`src/rtl/pair_muldiv_pkg.sv`:
```
// Package: shared types for the iterative multiply-divide unit.
// Assumes: operation select is a single bit from the host.
package pair_muldiv_pkg;

    typedef enum logic {
        OP_MUL = 1'b0,
        OP_DIV = 1'b1
    } md_op_e;

    typedef struct packed {
        logic n;
        logic v;
        logic h;
        logic z;
    } md_flags_t;

endpackage

```
`src/rtl/pair_muldiv_seq.sv`:
```
// Module: pair_muldiv_seq
// Counts clocks for one operation. It accepts a start strobe only when idle,
// issues one iteration enable per clock for the first STEPS clocks, and
// pulses finish on the clock that matches the latency of the latched operation.
// Assumes: MUL_LAT and DIV_LAT are both greater than STEPS.
module pair_muldiv_seq
    import pair_muldiv_pkg::*;
#(
    parameter int MUL_LAT = 9,
    parameter int DIV_LAT = 12,
    parameter int STEPS   = 8
) (
    input  logic   clk,
    input  logic   rst_n,
    input  logic   start_i,
    input  md_op_e op_i,
    output logic   load_o,
    output logic   step_o,
    output logic   finish_o,
    output logic   busy_o,
    output logic   done_o,
    output md_op_e op_o
);

    localparam int MAX_LAT = (MUL_LAT > DIV_LAT) ? MUL_LAT : DIV_LAT;
    localparam int CW      = $clog2(MAX_LAT + 1);

    logic          busy_q;
    logic          done_q;
    logic [CW-1:0] cnt_q;
    md_op_e        op_q;
    logic [CW-1:0] lat_sel;

    // Latency of the operation in flight, and the control strobes.
    always_comb begin
        lat_sel  = (op_q == OP_DIV) ? CW'(DIV_LAT) : CW'(MUL_LAT);
        load_o   = start_i && !busy_q;
        step_o   = busy_q && (cnt_q <= CW'(STEPS));
        finish_o = busy_q && (cnt_q == lat_sel);
    end

    // Busy/counter/operation state and the registered done pulse.
    always_ff @(posedge clk) begin
        if (!rst_n) begin
            busy_q <= 1'b0;
            done_q <= 1'b0;
            cnt_q  <= '0;
            op_q   <= OP_MUL;
        end else begin
            done_q <= finish_o;
            if (load_o) begin
                busy_q <= 1'b1;
                cnt_q  <= CW'(1);
                op_q   <= op_i;
            end else if (finish_o) begin
                busy_q <= 1'b0;
                cnt_q  <= '0;
            end else if (busy_q) begin
                cnt_q  <= cnt_q + CW'(1);
            end
        end
    end

    assign busy_o = busy_q;
    assign done_o = done_q;
    assign op_o   = op_q;


    done_pulse_chk: assert property (@(posedge clk) disable iff (!rst_n)
        done_q |=> !done_q);


    busy_done_excl_chk: assert property (@(posedge clk) disable iff (!rst_n)
        done_q |-> !busy_q);


    cnt_range_chk: assert property (@(posedge clk) disable iff (!rst_n)
        busy_q |-> (cnt_q != '0) && (cnt_q <= lat_sel));


    op_hold_chk: assert property (@(posedge clk) disable iff (!rst_n)
        (busy_q && !finish_o) |=> busy_q && (op_q == $past(op_q)));

endmodule

```
`src/rtl/pair_muldiv_mul.sv`:
```
// Module: pair_muldiv_mul
// Radix-2 shift-add multiplier. It takes one multiplier bit per step, so after
// W steps the product register holds the full 2W-bit product.
// Assumes: step_i is never high in the same cycle as load_i.
module pair_muldiv_mul #(
    parameter int W = 8
) (
    input  logic           clk,
    input  logic           rst_n,
    input  logic           load_i,
    input  logic           step_i,
    input  logic [W-1:0]   lo_i,
    input  logic [W-1:0]   hi_i,
    output logic [2*W-1:0] prod_o
);

    localparam int PW = 2 * W;

    logic [PW-1:0] acc_q;
    logic [PW-1:0] mcand_q;
    logic [W-1:0]  mplier_q;

    // Accumulate the shifted multiplicand for each set multiplier bit.
    always_ff @(posedge clk) begin
        if (!rst_n) begin
            acc_q    <= '0;
            mcand_q  <= '0;
            mplier_q <= '0;
        end else if (load_i) begin
            acc_q    <= '0;
            mcand_q  <= {{W{1'b0}}, hi_i};
            mplier_q <= lo_i;
        end else if (step_i) begin
            if (mplier_q[0]) begin
                acc_q <= acc_q + mcand_q;
            end
            mcand_q  <= mcand_q << 1;
            mplier_q <= mplier_q >> 1;
        end
    end

    assign prod_o = acc_q;

    // once every multiplier bit is used up, the product stops changing
    mul_settle_chk: assert property (@(posedge clk) disable iff (!rst_n)
        (step_i && (mplier_q == '0)) |=> (acc_q == $past(acc_q)));

endmodule

```
`src/rtl/pair_muldiv_div.sv`:
```
// Module: pair_muldiv_div
// Restoring shift-subtract divider. It produces one quotient bit per step from
// the low dividend byte while the partial remainder starts from the high byte.
// Assumes: the result is meaningful only when hi < divisor; the result unit
// overrides it otherwise.
module pair_muldiv_div #(
    parameter int W = 8
) (
    input  logic         clk,
    input  logic         rst_n,
    input  logic         load_i,
    input  logic         step_i,
    input  logic [W-1:0] lo_i,
    input  logic [W-1:0] hi_i,
    input  logic [W-1:0] dvsr_i,
    output logic [W-1:0] quo_o,
    output logic [W-1:0] rem_o
);

    logic [W-1:0] rem_q;
    logic [W-1:0] quo_q;
    logic [W-1:0] dvsr_q;
    logic         fits_q;
    logic [W:0]   trial;
    logic [W:0]   diff;
    logic         take;

    // One restoring step: shift in the next dividend bit, then try the subtract.
    always_comb begin
        trial = {rem_q, quo_q[W-1]};
        diff  = trial - {1'b0, dvsr_q};
        take  = (trial >= {1'b0, dvsr_q});
    end

    // Partial remainder, quotient shift register and latched divisor.
    always_ff @(posedge clk) begin
        if (!rst_n) begin
            rem_q  <= '0;
            quo_q  <= '0;
            dvsr_q <= '0;
            fits_q <= 1'b0;
        end else if (load_i) begin
            rem_q  <= hi_i;
            quo_q  <= lo_i;
            dvsr_q <= dvsr_i;
            fits_q <= (hi_i < dvsr_i);
        end else if (step_i) begin
            rem_q <= take ? diff[W-1:0] : trial[W-1:0];
            quo_q <= {quo_q[W-2:0], take};
        end
    end

    assign quo_o = quo_q;
    assign rem_o = rem_q;

    // in the non-saturating case the partial remainder stays below the divisor
    rem_bound_chk: assert property (@(posedge clk) disable iff (!rst_n)
        (fits_q && step_i) |=> (rem_q < dvsr_q));

endmodule

```
`src/rtl/pair_muldiv_result.sv`:
```
// Module: pair_muldiv_result
// Combinational finishing stage. It picks the product or the quotient and
// remainder, applies divide saturation, and forms the four condition flags.
// Assumes: operand inputs are the values latched at start.
module pair_muldiv_result
    import pair_muldiv_pkg::*;
#(
    parameter int W = 8
) (
    input  md_op_e         op_i,
    input  logic [W-1:0]   a_i,
    input  logic [W-1:0]   y_i,
    input  logic [W-1:0]   x_i,
    input  logic           v_i,
    input  logic           h_i,
    input  logic [2*W-1:0] prod_i,
    input  logic [W-1:0]   quo_i,
    input  logic [W-1:0]   rem_i,
    output logic [W-1:0]   a_o,
    output logic [W-1:0]   y_o,
    output md_flags_t      flags_o
);

    localparam int HW = W / 2;

    logic sat;

    // Select the results and derive the flags for the finished operation.
    always_comb begin
        sat = (x_i == '0) || (y_i >= x_i);
        if (op_i == OP_DIV) begin
            if (sat) begin
                a_o = '1;
                y_o = a_i + x_i;
            end else begin
                a_o = quo_i;
                y_o = rem_i;
            end
            flags_o.n = a_o[W-1];
            flags_o.z = (a_o == '0);
            flags_o.v = sat;
            flags_o.h = (x_i[HW-1:0] <= y_i[HW-1:0]);
        end else begin
            a_o       = prod_i[W-1:0];
            y_o       = prod_i[2*W-1:W];
            flags_o.n = y_o[W-1];
            flags_o.z = (y_o == '0);
            flags_o.v = v_i;
            flags_o.h = h_i;
        end
    end

endmodule

```
`src/rtl/pair_muldiv.sv`:
```
// Module: pair_muldiv
// Top of the iterative multiply-divide unit. It latches operands on an
// accepted start, runs the multiplier and divider cores side by side under
// the sequencer, and registers the results and flags on the finishing clock.
// Assumes: the host samples a_o/y_o/flags when done_o is high or later.
module pair_muldiv
    import pair_muldiv_pkg::*;
#(
    parameter int W       = 8,
    parameter int MUL_LAT = 9,
    parameter int DIV_LAT = 12
) (
    input  logic         clk,
    input  logic         rst_n,
    input  logic         start_i,
    input  logic         op_div_i,
    input  logic [W-1:0] a_i,
    input  logic [W-1:0] y_i,
    input  logic [W-1:0] x_i,
    input  logic         v_i,
    input  logic         h_i,
    output logic         busy_o,
    output logic         done_o,
    output logic [W-1:0] a_o,
    output logic [W-1:0] y_o,
    output logic         n_o,
    output logic         v_o,
    output logic         h_o,
    output logic         z_o
);

    logic           load;
    logic           step;
    logic           finish;
    md_op_e         op_req;
    md_op_e         op_q;
    logic [W-1:0]   a_q;
    logic [W-1:0]   y_q;
    logic [W-1:0]   x_q;
    logic           v_q;
    logic           h_q;
    logic [2*W-1:0] prod;
    logic [W-1:0]   quo;
    logic [W-1:0]   rem;
    logic [W-1:0]   res_a;
    logic [W-1:0]   res_y;
    md_flags_t      res_flags;
    logic [W-1:0]   out_a_q;
    logic [W-1:0]   out_y_q;
    md_flags_t      out_flags_q;

    assign op_req = op_div_i ? OP_DIV : OP_MUL;

    pair_muldiv_seq #(
        .MUL_LAT(MUL_LAT),
        .DIV_LAT(DIV_LAT),
        .STEPS  (W)
    ) u_seq (
        .clk     (clk),
        .rst_n   (rst_n),
        .start_i (start_i),
        .op_i    (op_req),
        .load_o  (load),
        .step_o  (step),
        .finish_o(finish),
        .busy_o  (busy_o),
        .done_o  (done_o),
        .op_o    (op_q)
    );

    // Operand capture on an accepted start.
    always_ff @(posedge clk) begin
        if (!rst_n) begin
            a_q <= '0;
            y_q <= '0;
            x_q <= '0;
            v_q <= 1'b0;
            h_q <= 1'b0;
        end else if (load) begin
            a_q <= a_i;
            y_q <= y_i;
            x_q <= x_i;
            v_q <= v_i;
            h_q <= h_i;
        end
    end

    pair_muldiv_mul #(.W(W)) u_mul (
        .clk   (clk),
        .rst_n (rst_n),
        .load_i(load),
        .step_i(step),
        .lo_i  (a_i),
        .hi_i  (y_i),
        .prod_o(prod)
    );

    pair_muldiv_div #(.W(W)) u_div (
        .clk   (clk),
        .rst_n (rst_n),
        .load_i(load),
        .step_i(step),
        .lo_i  (a_i),
        .hi_i  (y_i),
        .dvsr_i(x_i),
        .quo_o (quo),
        .rem_o (rem)
    );

    pair_muldiv_result #(.W(W)) u_res (
        .op_i   (op_q),
        .a_i    (a_q),
        .y_i    (y_q),
        .x_i    (x_q),
        .v_i    (v_q),
        .h_i    (h_q),
        .prod_i (prod),
        .quo_i  (quo),
        .rem_i  (rem),
        .a_o    (res_a),
        .y_o    (res_y),
        .flags_o(res_flags)
    );

    // Result registers, loaded only on the finishing clock.
    always_ff @(posedge clk) begin
        if (!rst_n) begin
            out_a_q     <= '0;
            out_y_q     <= '0;
            out_flags_q <= '0;
        end else if (finish) begin
            out_a_q     <= res_a;
            out_y_q     <= res_y;
            out_flags_q <= res_flags;
        end
    end

    assign a_o = out_a_q;
    assign y_o = out_y_q;
    assign n_o = out_flags_q.n;
    assign v_o = out_flags_q.v;
    assign h_o = out_flags_q.h;
    assign z_o = out_flags_q.z;


    div_sat_chk: assert property (@(posedge clk) disable iff (!rst_n)
        (done_o && (op_q == OP_DIV) && v_o) |-> (a_o == '1));


    mul_flags_chk: assert property (@(posedge clk) disable iff (!rst_n)
        (done_o && (op_q == OP_MUL)) |-> (z_o == (y_o == '0)) && (n_o == y_o[W-1]));


    result_hold_chk: assert property (@(posedge clk) disable iff (!rst_n)
        !done_o |-> $stable({a_o, y_o, n_o, v_o, h_o, z_o}));


    done_after_busy_chk: assert property (@(posedge clk) disable iff (!rst_n)
        $rose(done_o) |-> $fell(busy_o));

endmodule

```
`config.mk`:
```
export PLATFORM = sky130hd
export DESIGN_NAME = pair_muldiv
export DESIGN_NICKNAME = d
export VERILOG_FILES = /design/src/rtl/pair_muldiv_pkg.sv /design/src/rtl/pair_muldiv_seq.sv /design/src/rtl/pair_muldiv_mul.sv /design/src/rtl/pair_muldiv_div.sv /design/src/rtl/pair_muldiv_result.sv /design/src/rtl/pair_muldiv.sv
export SDC_FILE = /design/constraint.sdc
export NUM_CORES = 1
export LEC_CHECK = 0
export BUFFER_PORTS_ARGS = -buffer_cell sky130_fd_sc_hd__buf_2
export CORE_ASPECT_RATIO = 2
export CORE_MARGIN = 2
export CORE_UTILIZATION = 30
export CTS_CLUSTER_DIAMETER = 100
export DETAILED_ROUTE_END_ITERATION = 8
export PLACE_DENSITY = 0.53
export SLEW_MARGIN = 20
export SYNTH_ARGS = -nofsm -noshare
export SYNTH_HDL_FRONTEND = slang
export SYNTH_SLANG_ARGS = --single-unit
```
`constraint.sdc`:
```
create_clock -name clk -period 3.3 [get_ports clk]
set_clock_uncertainty 0.2 [all_clocks]
set_input_delay 0.495 -clock clk [delete_from_list [all_inputs] [get_ports clk]]
set_output_delay 0.495 -clock clk [all_outputs]
set_load 0.01 [all_outputs]
```
==> results.txt, run 1 <==
Area of the multi-input gates -> 3533 µm²
Clock Tree Buf Depth -> 2
Hold Fails Final Rpt -> 0
Clock tree root buffer cell -> clkbuf_16
Vias per cell -> 5.238
Avg WL per Cell -> 18.81 µm
CTS tree -> done
R2r endpoint -> u_div.rem_o[1]$_SDFFE_PN0P_
Flop2flop setup slack -> 530 ps
Number of global-route vias before repair -> 5589
CP required -> 3390 ps
GRT met3 Usage -> 0.01849
Most frequent cells in the layout -> nand2_1, dfxtp_1, a21oi_1, buf_2, nor2_1
Max Freq -> 361.1 MHz
DRT antenna net count -> 0
Via count -> 5584
FF-to-FF path depth -> 8
# setup viols final -> 0
Synthesized cell area -> 5992 µm²
DR pass1 iterations -> 5
Final setup TNS -> 0 ps
Hpwl dp -> 15.68 mm
Min Tclk post-route -> 2769 ps
Syn_nets -> 839
Power Density -> 463.3 nW/µm²
H-tree depth -> 3
Nets -> 877
Post-Synthesis Cells -> 762
Diode count -> 0
Commonest non-fill, non-tap cell in the layout -> nand2_1
Chip Height -> 203.9 µm
Core area -> 19730 µm²
CP max stage delay -> 490 ps
Hold_buf cts -> 0
Initial antenna violation count -> 0
Crit-path max FO -> 11
Asr flop ratio synth -> 0
Worst Setup SP -> u_div.dvsr_q[1]$_SDFFE_PN0P_
Family with the most delay on the worst path -> compound AO/OA/AOI/OAI gates
Congestion Overflow GR -> 0
Reg-to-Reg Start -> u_div.dvsr_q[1]$_SDFFE_PN0P_
Pleak -> 0.002653 µW
Fill count -> 2178
Worst setup path end -> u_div.rem_o[1]$_SDFFE_PN0P_
Top Ports -> 52
Share of cells above drive strength 1 -> 0.1256
Yosys reg bits -> 109
Min-Delay Path Class -> in -> reg
Clock-pin slew on the worst setup and hold paths -> 70 ps
Buf/Inv on CP -> 1
Met1 GRT Util -> 0.1881
Initial core utilization -> 0.3037
Port buffer count -> 51
Stages on worst setup path -> 8
Status -> finished clean
Worst-Margin Slew -> 755.2 ps
Met2 Use GR -> 0.3832
RD Place Congestion -> 0.8751
Num rows -> 73
RSZ-0062 raised after global routing -> no
Max Cap Violations -> 0
Yosys cell types -> 61
Layout area overhead -> 13.78%
Slew headroom -> 0.4912
Storage cell area -> 2182 µm²
First-pass GRT wire length -> 30.97 mm
Postcts setup bufs -> 0
Largest net degree at the start of global routing -> 43
CP Launch Type -> flip-flop
Clock sink total -> 109
Worst path cell trace -> inv_1 > ha_1 > nor2b_1 > o31a_1 > o21ai_1 > a31o_2 > mux2_1 > a211oi_2
Total power -> 3159 µW
Residual DRC -> 0
Main flop type after synthesis -> dfxtp_1
Peak VDD IR -> 0.2207 mV
Crit Path Class -> reg -> reg
CTS Buf Count -> 9
Final wirelength -> 20.05 mm
GRT Util Overall -> 0.1910
Die ar. -> 21190 µm²
CP max stage cell -> dfxtp_1
Final core occ -> 0.3456
YS warnings -> 0
Post-synth EDFFs -> 0
Worst-skew pair later-pin latency -> 360 ps
Worst hold slack -> 164.6 ps
Avg Cell Area, Syn -> 7.864 µm²
Die X -> 103.9 µm
CP Capture Type -> flip-flop
Sequential area share after synthesis -> 0.3642
CP arrival -> 2850 ps
Tcrit/Tclk final -> 0.8392
CTS resizes -> 0
Fin. max-slew vios -> 0
Gr busiest metal -> met2
Drt initial violations -> 304
layer usage:
metal | up-vias | routed length, µm
met2 | 104 | 11390
met1 | 2666 | 7321
met4 | 0 | 915
met3 | 37 | 418
met5 | - | 0
li1 | 2777 | -
worst min path at each step:
stage                                        start  slack [ps]                        endpoint  cells past startpoint
finish                                         h_i         160                h_q$_SDFFE_PN0P_                      3
global route                                   h_i         180                h_q$_SDFFE_PN0P_                      3
CTS                                            h_i         160                h_q$_SDFFE_PN0P_                      3
detailed placement  u_mul.mplier_q[7]$_SDFFE_PN0P_         250  u_mul.mplier_q[7]$_SDFFE_PN0P_                      2
global placement               y_q[5]$_SDFFE_PN0P_         250             y_q[5]$_SDFFE_PN0P_                      2
floorplan                         h_q$_SDFFE_PN0P_         240                h_q$_SDFFE_PN0P_                      2
worst reg2reg max path, cell delays in order (launching register included):
cell and delay (ps):
dfxtp_1 490, inv_1 150, ha_1 310, nor2b_1 140, o31a_1 270, o21ai_1 210, a31o_2 350, mux2_1 370
a211oi_2 200
stage by stage:
stage | setup slack [ps] | cell area (µm²) | std cells
finish | 530.6 | 6818 | 1066
global route | 302.5 | 6818 | 1066
CTS | 521.4 | 6818 | 1066
detailed placement | 518.4 | 6551 | 1051
global placement | 548.3 | 6551 | 1051
floorplan | 938.7 | 5992 | 762
cell families after synthesis:
| kind of cell | count (synthesis) | synth area share |
|---|---|---|
| AOI/OAI and AO/OA | 223 | 0.2314 |
| xor gates and xnor gates | 19 | 0.02777 |
| adders and majority gates | 47 | 0.1019 |
| buffers and inverters | 70 | 0.04824 |
| DFF | 109 | 0.3642 |
| muxes | 8 | 0.01482 |
| and+or+nand+nor | 286 | 0.2117 |
synth_stat cells (all sizes together) (3+ instances only):
cell type,n,area [µm²]
nand2b,11,68.82
a31oi,21,131.4
a211oi,14,110.1
nor2,45,168.9
a311oi,5,43.79
o21ai,43,219.0
nor4,8,50.05
a21oi,87,442.9
mux2,4,48.79
ha,44,550.5
or3,3,18.77
o221ai,11,96.34
a21o,10,75.07
inv,28,105.1
xnor2,11,96.34
o21bai,3,22.52
xor2,8,70.07
nor2b,5,31.28
nand4b,3,26.28
o211ai,3,22.52
buf,13,71.32
clkbuf,29,112.6
o31ai,3,27.52
o22ai,6,37.54
a21boi,3,22.52
nand2,156,585.6
dfxtp,109,2182
mux2i,4,40.04
fa,3,60.06
nor3,15,75.07
nand4,9,62.56
nand3,21,110.1
o21a,3,22.52
power breakdown:
group | switching, µW | leakage, µW | internal, µW
combinational | 413 | 0.00164 | 256
sequential | 77.8 | 0.000889 | 1380
clock | 519 | 0.000125 | 512
area by class of cell:
cell class                      instances  area share
Timing Repair Buffer                   69     0.05909
Multi-Input combinational cell        583      0.5183
Clock buffer                           10     0.03358
Sequential cell                       109      0.3201
Tap cell                              262     0.04808
Inverter                               28     0.01542
Clock inverter                          5    0.005506
Note: power is estimated with default switching activity, not from simulation.
==> run 2: changes to the inputs <==
--- a/config.mk
+++ b/config.mk
@@ -5,6 +5,7 @@
 export SDC_FILE = /design/constraint.sdc
 export NUM_CORES = 1
 export LEC_CHECK = 0
+export ABC_AREA = 1
 export BUFFER_PORTS_ARGS = -buffer_cell sky130_fd_sc_hd__buf_2
 export CORE_ASPECT_RATIO = 2
 export CORE_MARGIN = 2
==> constraint.sdc (replaced) <==
create_clock -name clk -period 2.8 [get_ports clk]
set_clock_uncertainty 0.2 [all_clocks]
set_input_delay 0.42 -clock clk [delete_from_list [all_inputs] [get_ports clk]]
set_output_delay 0.42 -clock clk [all_outputs]
set_load 0.01 [all_outputs]
==> results.txt, run 2 <==
CTS resizes -> 0 (unchanged)
Area contributors post-synth -> dfxtp_1, nand2_1, ha_1, a21oi_1, inv_1 (was dfxtp_1, nand2_1, ha_1, a21oi_1, o21ai_0)
Status -> finished clean (unchanged)
Worst-skew pair later-pin latency -> 370 ps (was 360 ps)
Most frequent cells in the layout -> nand2_1, dfxtp_1, inv_1, a21oi_1, nor2_1 (was nand2_1, dfxtp_1, a21oi_1, buf_2, nor2_1)
Hold Fails Final Rpt -> 0 (unchanged)
H-tree depth -> 3 (unchanged)
Synthesized cell area -> 6304 µm² (was 5992 µm²)
Avg WL per Cell -> 18.11 µm (was 18.81 µm)
Slew headroom -> 0.5822 (was 0.4912)
Vias per cell -> 5.003 (was 5.238)
Yosys cell types -> 41 (was 61)
Max Freq -> 381.8 MHz (was 361.1 MHz)
Core area -> 20830 µm² (was 19730 µm²)
Main flop type after synthesis -> dfxtp_1 (unchanged)
Pleak -> 0.003370 µW (was 0.002653 µW)
CP arrival -> 2650 ps (was 2850 ps)
Clock Tree Buf Depth -> 2 (unchanged)
Num rows -> 75 (was 73)
Synth cell count leaders -> nand2_1, dfxtp_1, inv_1, a21oi_1, nor2_1 (was nand2_1, dfxtp_1, a21oi_1, nor2_1, ha_1)
Clock-pin slew on the worst setup and hold paths -> 80 ps (was 70 ps)
Share of cells above drive strength 1 -> 0.1232 (was 0.1256)
Fraction of the mapped netlist area in adder cells -> 0.09686 (was 0.1019)
Commonest non-fill, non-tap cell in the layout -> nand2_1 (unchanged)
Die X -> 106.5 µm (was 103.9 µm)
Yosys reg bits -> 109 (unchanged)
First-pass GRT wire length -> 33.73 mm (was 30.97 mm)
CP Launch Type -> flip-flop (unchanged)
Fin. max-slew vios -> 0 (unchanged)
Top cell type's share of synthesized area -> 0.3462 (was 0.3642)
Worst path cell trace -> inv_1 > ha_1 > nand2_1 > nor2_1 > nor2_1 > nand2_1 > nand2_2 > nand3_2 > o211ai_1 > a21oi_1 (was inv_1 > ha_1 > nor2b_1 > o31a_1 > o21ai_1 > a31o_2 > mux2_1 > a211oi_2)
CTS Buf Count -> 9 (unchanged)
Min Tclk post-route -> 2619 ps (was 2769 ps)
Post-Synthesis Cells -> 897 (was 762)
Min-Delay Path Class -> in -> reg (unchanged)
Mux share of post-synthesis cell area -> 0 (was 0.01483)
Asr flop ratio synth -> 0 (unchanged)
Congestion Overflow GR -> 0 (unchanged)
Switching portion of total power -> 0.3564 (was 0.3196)
Chip Height -> 209.0 µm (was 203.9 µm)
Crit-path max FO -> 14 (was 11)
Nets -> 1022 (was 877)
Port buffer count -> 51 (unchanged)
Postcts setup bufs -> 0 (unchanged)
Sequential area share after synthesis -> 0.3462 (was 0.3642)
Die ar. -> 22260 µm² (was 21190 µm²)
Max Cap Violations -> 0 (unchanged)
Register share of total power -> 0.423 (was 0.462)
Top Ports -> 52 (unchanged)
Tcrit/Tclk final -> 0.9355 (was 0.8392)
Number of global-route vias before repair -> 6218 (was 5589)
Worst hold slack -> 101.7 ps (was 164.6 ps)
Clock sink total -> 109 (unchanged)
# setup viols final -> 0 (unchanged)
RSZ-0062 raised after global routing -> no (unchanged)
CTS tree -> done (unchanged)
Syn_nets -> 974 (was 839)
Hold_buf cts -> 0 (unchanged)
DRT antenna net count -> 0 (unchanged)
Switching power -> 1479 µW (was 1010 µW)
Peak VDD IR -> 0.2871 mV (was 0.2207 mV)
Initial antenna violation count -> 0 (unchanged)
Crit Path Class -> reg -> reg (unchanged)
CP max stage cell -> o211ai_1 (was dfxtp_1)
Layout area overhead -> 13.62% (was 13.78%)
XOR/XNOR share of the synthesized area -> 0.01945 (was 0.02777)
Leading area contributor after synthesis -> dfxtp_1 (unchanged)
Comb pwr share -> 0.269 (was 0.212)
Diode count -> 0 (unchanged)
Final setup TNS -> 0 ps (unchanged)
Power Density -> 579.6 nW/µm² (was 463.3 nW/µm²)
Most frequent cell after synthesis -> nand2_1 (unchanged)
Post-synthesis simple-gate area fraction -> 0.2517 (was 0.2117)
CP Capture Type -> flip-flop (unchanged)
Internal cell power -> 2671 µW (was 2149 µW)
Post-synth EDFFs -> 0 (unchanged)
Initial core utilization -> 0.3026 (was 0.3037)
Via count -> 6099 (was 5584)
RD Place Congestion -> 0.9457 (was 0.8751)
Worst-Margin Slew -> 626.0 ps (was 755.2 ps)
Synth Area in Compound Gates -> 0.1894 (was 0.2314)
Avg Cell Area, Syn -> 7.027 µm² (was 7.864 µm²)
DR pass1 iterations -> 6 (was 5)
Drt initial violations -> 271 (was 304)
Residual DRC -> 0 (unchanged)
Largest net degree at the start of global routing -> 51 (was 43)
Largest family of logic cells by synthesized area -> simple AND/OR/NAND/NOR gates (was compound AO/OA/AOI/OAI gates)
YS warnings -> 0 (unchanged)
GRT Util Overall -> 0.2025 (was 0.1910)
Clock tree root buffer cell -> clkbuf_16 (unchanged)
Final wirelength -> 22.07 mm (was 20.05 mm)
Hpwl dp -> 17.70 mm (was 15.68 mm)
CP required -> 2830 ps (was 3390 ps)
CP max stage delay -> 480 ps (was 490 ps)
Clock network power share -> 0.307 (was 0.326)
-- run 2: changes by cell type after synthesis, moves of 12 or more --
| cell | previous run | this run |
|---|---|---|
| o21ai_1 | 2 | 22 |
| nand2_1 | 156 | 188 |
| a31oi_1 | 21 | 6 |
| inv_1 | 28 | 103 |
| nand3_1 | 20 | 54 |
| clkbuf_1 | 28 | 12 |
| nor3_1 | 15 | 1 |
| a211oi_1 | 13 | 1 |
| nor2_1 | 45 | 67 |
| o21ai_0 | 40 | 66 |
-- run 2: final cells by class --
type,instances,area [µm²]
repair buffers,72,412.9
clock buffers,10,239.0
inverters,114,430.4
well taps,269,336.6
flip-flops and latches,109,2182
clock inverters,6,47.55
multi-input cells,639,3513
fillers,2316,13670
-- run 2: critical path: cells and delay by family, from the launching register on --
kind,cells,cell delay [ps]
buf+inv,1,200
fa+ha+maj,1,370
simple gates,6,670
flops,1,470
compound gates,2,590
-- run 2: kinds of logic (layout without fill, tap and decap cells) --
logic type | count (synthesis) | count (layout)
AOI/OAI and AO/OA | 221 | 221
and+or+nand+nor | 357 | 357
DFF | 109 | 109
buffers and inverters | 149 | 202
xor gates and xnor gates | 14 | 14
adders and majority gates | 47 | 47
-- run 2: path summary, 6_finish.rpt --
| check | from | end | slack, ps | cells past startpoint |
|---|---|---|---|---|
| setup / recovery | u_div.dvsr_q[1]$_SDFFE_PN0P_ | y_o[3]$_SDFFE_PN0P_ | 180 | 10 |
| hold / removal | h_i | h_q$_SDFFE_PN0P_ | 100 | 3 |
| setup reg to reg | u_div.dvsr_q[1]$_SDFFE_PN0P_ | y_o[3]$_SDFFE_PN0P_ | 180 | 10 |
| hold reg to reg | a_o[4]$_SDFFE_PN0P_ | a_o[4]$_SDFFE_PN0P_ | 260 | 2 |
-- run 2: power groups by stage --
stage                     clock network, µW  registers, µW  logic (µW)
after detailed placement                  0           1790        1110
after global routing                   1350           1770        1250
final                                  1280           1760        1120
after global placement                    0           1790        1120
after floorplan                           0           1740         809
after CTS                              1300           1750        1120
-- run 2: through the flow --
step	worst slack (ps)	util	cell area, µm²	cells	total power (µW)
finish	180.5	0.3438	7162	1219	4151
global placement	274.2	0.3300	6875	1203	2905
detailed placement	262.5	0.3300	6875	1203	2904
CTS	242.2	0.3438	7162	1219	4179
global route	45.25	0.3438	7162	1219	4365
floorplan	818.5	-	6304	897	2553
-- run 2: metal layers --
layer	GRT usage	vias up	wire length, µm
met5	0	-	0
li1	-	3079	-
met2	0.4016	110	12470
met3	0.01934	65	425
met1	0.1761	2845	7254
met4	0.1626	0	1921
